<file path="src/rtl/ect_pkg.sv">
package ect_pkg;
  typedef enum logic [1:0] {
    CS_DIV1  = 2'b00,
    CS_DIV4  = 2'b01,
    CS_DIV16 = 2'b10,
    CS_RSVD  = 2'b11
  } clk_sel_e;

  localparam logic [1:0] MODE_RUN = 2'b01;

  typedef struct packed {
    logic       cap_en;
    logic [1:0] mode;
    logic [1:0] edge_sel;
    clk_sel_e   clk_sel;
  } ctrl_t;
endpackage

</file>
<file path="src/rtl/ect_prescaler.sv">
module ect_prescaler
  import ect_pkg::*;
#(
  parameter int PRE_W = 4
) (
  input  logic     clk,
  input  logic     rst,
  input  clk_sel_e sel,
  output logic     tick
);
  logic [PRE_W-1:0] div_q;

  always_ff @(posedge clk) begin
    if (rst) div_q <= '0;
    else     div_q <= div_q + 1'b1;
  end

  always_comb begin
    unique case (sel)
      CS_DIV1:  tick = 1'b1;
      CS_DIV4:  tick = &div_q[1:0];
      default:  tick = &div_q[3:0];
    endcase
  end
endmodule

</file>
<file path="src/rtl/ect_filter.sv">
module ect_filter #(
  parameter int SYNC_STAGES = 2
) (
  input  logic clk,
  input  logic rst,
  input  logic tick,
  input  logic din,
  output logic rise,
  output logic fall
);
  logic [SYNC_STAGES-1:0] sync_q;
  logic samp_q, stable_q, synced;

  genvar g;
  generate
    for (g = 0; g < SYNC_STAGES; g++) begin : g_sync
      always_ff @(posedge clk) begin
        if (rst) sync_q[g] <= 1'b0;
        else if (g == 0) sync_q[g] <= din;
        else sync_q[g] <= sync_q[(g == 0) ? 0 : g-1];
      end
    end
  endgenerate

  assign synced = sync_q[SYNC_STAGES-1];

  always_ff @(posedge clk) begin
    if (rst) begin
      samp_q   <= 1'b0;
      stable_q <= 1'b0;
      rise     <= 1'b0;
      fall     <= 1'b0;
    end else begin
      rise <= 1'b0;
      fall <= 1'b0;
      if (tick) begin
        samp_q <= synced;
        if (synced == samp_q && synced != stable_q) begin
          stable_q <= synced;
          rise     <= synced;
          fall     <= ~synced;
        end
      end
    end
  end
endmodule

</file>
<file path="src/rtl/ect_counter.sv">
module ect_counter #(
  parameter int CNT_W = 16
) (
  input  logic             clk,
  input  logic             rst,
  input  logic             run,
  input  logic             tick,
  input  logic             ovf_clr,
  output logic [CNT_W-1:0] count,
  output logic             ovf
);
  localparam logic [CNT_W-1:0] CNT_MAX = '1;
  logic wrap;

  assign wrap = run && tick && (count == CNT_MAX);

  always_ff @(posedge clk) begin
    if (rst) begin
      count <= '0;
      ovf   <= 1'b0;
    end else begin
      if (!run)      count <= '0;
      else if (tick) count <= count + 1'b1;
      if (wrap)         ovf <= 1'b1;
      else if (ovf_clr) ovf <= 1'b0;
    end
  end
endmodule

</file>
<file path="src/rtl/edge_capture_timer.sv">
module edge_capture_timer
  import ect_pkg::*;
#(
  parameter int CNT_W       = 16,
  parameter int PRE_W       = 4,
  parameter int SYNC_STAGES = 2
) (
  input  logic             clk,
  input  logic             rst,
  input  logic             cfg_we,
  input  logic             cfg_addr,
  input  logic [7:0]       cfg_wdata,
  input  logic             ext_in,
  output logic [CNT_W-1:0] count_value,
  output logic [CNT_W-1:0] cap_value,
  output logic             ovf_flag,
  output logic             irq
);
  localparam int CTRL_W = $bits(ctrl_t);

  ctrl_t ctrl_q;
  logic  tick, rise, fall, run, hit, ovf_clr;

  always_ff @(posedge clk) begin
    if (rst) ctrl_q <= '0;
    else if (cfg_we && !cfg_addr) ctrl_q <= ctrl_t'(cfg_wdata[CTRL_W-1:0]);
  end

  assign run     = (ctrl_q.mode == MODE_RUN);
  assign ovf_clr = cfg_we && cfg_addr && !cfg_wdata[0];

  ect_prescaler #(.PRE_W(PRE_W)) u_pre (
    .clk(clk), .rst(rst), .sel(ctrl_q.clk_sel), .tick(tick)
  );

  ect_filter #(.SYNC_STAGES(SYNC_STAGES)) u_flt (
    .clk(clk), .rst(rst), .tick(tick), .din(ext_in), .rise(rise), .fall(fall)
  );

  ect_counter #(.CNT_W(CNT_W)) u_cnt (
    .clk(clk), .rst(rst), .run(run), .tick(tick), .ovf_clr(ovf_clr),
    .count(count_value), .ovf(ovf_flag)
  );

  assign hit = run && ctrl_q.cap_en &&
               ((rise && ctrl_q.edge_sel[0]) || (fall && ctrl_q.edge_sel[1]));

  always_ff @(posedge clk) begin
    if (rst) begin
      cap_value <= '0;
      irq       <= 1'b0;
    end else begin
      irq <= hit;
      if (hit) cap_value <= count_value;
    end
  end
endmodule

</file>
<file path="config.mk">
export PLATFORM = sky130hd
export DESIGN_NAME = edge_capture_timer
export DESIGN_NICKNAME = d
export VERILOG_FILES = /design/src/rtl/ect_pkg.sv /design/src/rtl/ect_prescaler.sv /design/src/rtl/ect_filter.sv /design/src/rtl/ect_counter.sv /design/src/rtl/edge_capture_timer.sv
export SDC_FILE = /design/constraint.sdc
export NUM_CORES = 1
export LEC_CHECK = 0
export ABC_CLOCK_PERIOD_IN_PS = 4560
export BUFFER_PORTS_ARGS = -buffer_cell sky130_fd_sc_hd__buf_4
export CORE_MARGIN = 2
export CORE_UTILIZATION = 50
export CTS_CLUSTER_SIZE = 25
export DETAILED_ROUTE_END_ITERATION = 10
export GPL_ROUTABILITY_DRIVEN = 0
export PLACE_DENSITY = 0.76
export SETUP_SLACK_MARGIN = 0.02
export SLEW_MARGIN = 40
export SYNTH_ARGS = -nofsm -noshare
export SYNTH_HDL_FRONTEND = slang
export SYNTH_SLANG_ARGS = --single-unit
</file>
<file path="constraint.sdc">
create_clock -name clk -period 4.56 [get_ports clk]
set_clock_uncertainty 0.2 [all_clocks]
set_input_delay 0.228 -clock clk [delete_from_list [all_inputs] [get_ports clk]]
set_output_delay 0.228 -clock clk [all_outputs]
set_load 0.02 [all_outputs]
</file>
==> out/results.ini <==
[pwr]
p_per_area_nw_per_um2=295
p_leak_nw=0.943
p_total_w=0.000751
irDropWorstVdd_mv=0.299

[detailed_routing]
dr.pass1.iters=4
viasPerCell=5.38
dr.first_iter.drc_count=95
drc_errors=0
num_vias=1683
ant_nets=0
wire_per_inst_um=13.2
drt-total-wl_um=4130

[sta]
slew_viol_final=0
finalSetupTns_ns=0
rsz0062_at_grt=false
layout_setup_ws_ns=2.38
worst_slew_pin_slew_ns=0.804
setup_viol=0
clock.fmax_mhz=458
hold_violations=0
relSlewSlack_pct=46.3
fin_crit_ns=2.18
post-route-period-util_pct=47.8

[setup_path]
start_kind=register
end_kind=register
reg2reg_depth=5
r2r_start=u_pre.div_q[0]
cp_data_arrival_time_ns=2.21
path_class=reg2reg
worstPathMaxFanout=14
cp-startpoint=u_pre.div_q[0]
required_ns=4.59

[yosys]
yosysUniqueCellTypes=36
ys_seq_area_share_pct=51.0
synthFlopType=dfxtp_1
synth-edff-count=0
post-synth-top-count-cell=dfxtp_1
synth_nets=229
yosysTopAreaCellShare_pct=51.0
avgSynthCellArea_um2=9.36
async_flop_share_pct=0
synth.area.top_cells=dfxtp_1 51%, mux2i_1 11%, nor2_1 5.4%
synth_cells=214
ys_warn_count=0
synth_common_cells=51 x dfxtp_1, 29 x nor2_1, 22 x mux2i_1
synth_area_um2=2000
synth_top_cell_by_area=dfxtp_1
synth.ff_latch_count=51

[global_route]
grt_use_total_pct=19.9
met1_usage_pct=25.1
gr-usage-met3_pct=6.33
grt_pass1_wl_um=6670
busiest_layer=met2
grt_pass1_vias=1441
grt_max_degree=38
grt_overflow=0
antenna_found_initial=0
met2_usage_pct=31.1

[cells_and_area]
area_growth_pct=26.9
antenna_cells=0
layout-drive-gt1-share_pct=21.3
layout.nets=278
design_area_um2=2540

[clock_network]
cts_tree=built
clk_latency_ns=0.30
clock_sinks=51
cts_buffer_depth=2
h-tree-depth=2
cts_root_buf=clkbuf_8
clkSlewWorstSetupHoldPaths_ns=0.08
ctsResizeCount=0
numCtsBuffers=5

[floorplanning]
die_x_um=67.3
fp.dieH_um=67.3
dieArea_um2=4530
fp.coreArea_um2=3910
start_util_pct=51.2
rows=23
ioPinCount=47

[outcome]
status=finished clean

[worst_hold_path]
min_path_cells=4
min_path_type=in2reg
worstHoldStart=cfg_we

[placed_design]
port_buffers=45
dp_slack_ns=2.40
placed_area_um2=2370
dp_hpwl_um=2620

[run]
maxCapViolations=0

==> power breakdown <==
group          leakage (nW)  total [W]  internal, W  switching (W)
Combinational         0.483  0.0000379    0.0000200      0.0000179
Clock                0.0470   0.000256     0.000119       0.000137
Sequential            0.413   0.000457     0.000452     0.00000532
Total                 0.943   0.000751     0.000591       0.000160
==> metrics by stage <==
stage                     std cells  util [%]  hold WS (ns)
after floorplan                 214         -         0.156
after global placement          298      60.7         0.221
after detailed placement        298      60.7         0.228
after CTS                       313      65.0        0.0235
after global routing            313      65.0        0.0536
final                           313      65.0        0.0287
==> layout make-up <==
class                   count  area [µm²]
clock inverters             1        5.00
flip-flops and latches     51        1020
clock buffers               6        82.6
repair buffers             54         425
multi-input cells         147         931
inverters                   4        15.0
fillers                   343        1370
well taps                  50        62.6
==> flip-flops by register name, summed over array words and instances (netlist names) <==
register / count
cap_value: 16
u_flt.synced: 1
ctrl_q: 7
u_flt.stable_q: 1
irq: 1
u_pre.div_q: 4
u_flt.samp_q: 1
u_cnt.ovf: 1
u_flt.rise: 1
u_flt.sync_q: 1
u_flt.fall: 1
u_cnt.count: 16
==> per-layer routing <==
layer	wire [µm]	vias to the layer above
li1	-	844
met1	1880	777
met2	1940	50
met3	210	12
met4	98	0
met5	0	-
==> critical path, stage by stage, from the launching register on <==
cell     delay [ns]
dfxtp_1        0.36
ha_1           0.23
nand3_2        0.13
a211o_1        0.48
or4_1          0.56
a21oi_1        0.14
==> final timing paths <==
kind | to | slack (ns)
max | u_cnt.count[14] | 2.38
min | u_cnt.ovf | 0.03
max reg2reg | u_cnt.count[14] | 2.38
min reg2reg | u_flt.synced | 0.25
==> repair_timing <==
| action | 4_1_cts | 5_1_grt |
|---|---|---|
| hold buffers | 8 | 0 |
| hold endpoints to repair | 9 | 0 |
| setup buffers | 0 | 0 |
==> layout by cell type (no fill, tap or decap), drive strengths merged, types with 2 or more instances in the layout <==
cell         synthesis  layout
nor2b                7       7
ha                   2       2
inv                  4       4
a211o                2       2
clkbuf               5       6
nand3                7       7
buf                  7      46
a21oi               15      15
nor2                29      29
o21ai                8       8
o31ai                5       5
or3                  6       6
or4                  6       6
dfxtp               51      51
nand2               17      17
dlygate4sd3          0       8
mux2i               22      22
xnor2                4       4
==> cell families after synthesis <==
kind of cell / Yosys count / synth area share, %
and+or+nand+nor: 82 / 20.5
DFF: 51 / 51.0
AOI/OAI and AO/OA: 36 / 10.8
muxes: 22 / 11.0
buffers and inverters: 16 / 3.31
xor gates and xnor gates: 5 / 2.19
adders and majority gates: 2 / 1.25
No activity file was read; power rests on OpenSTA's default activity.
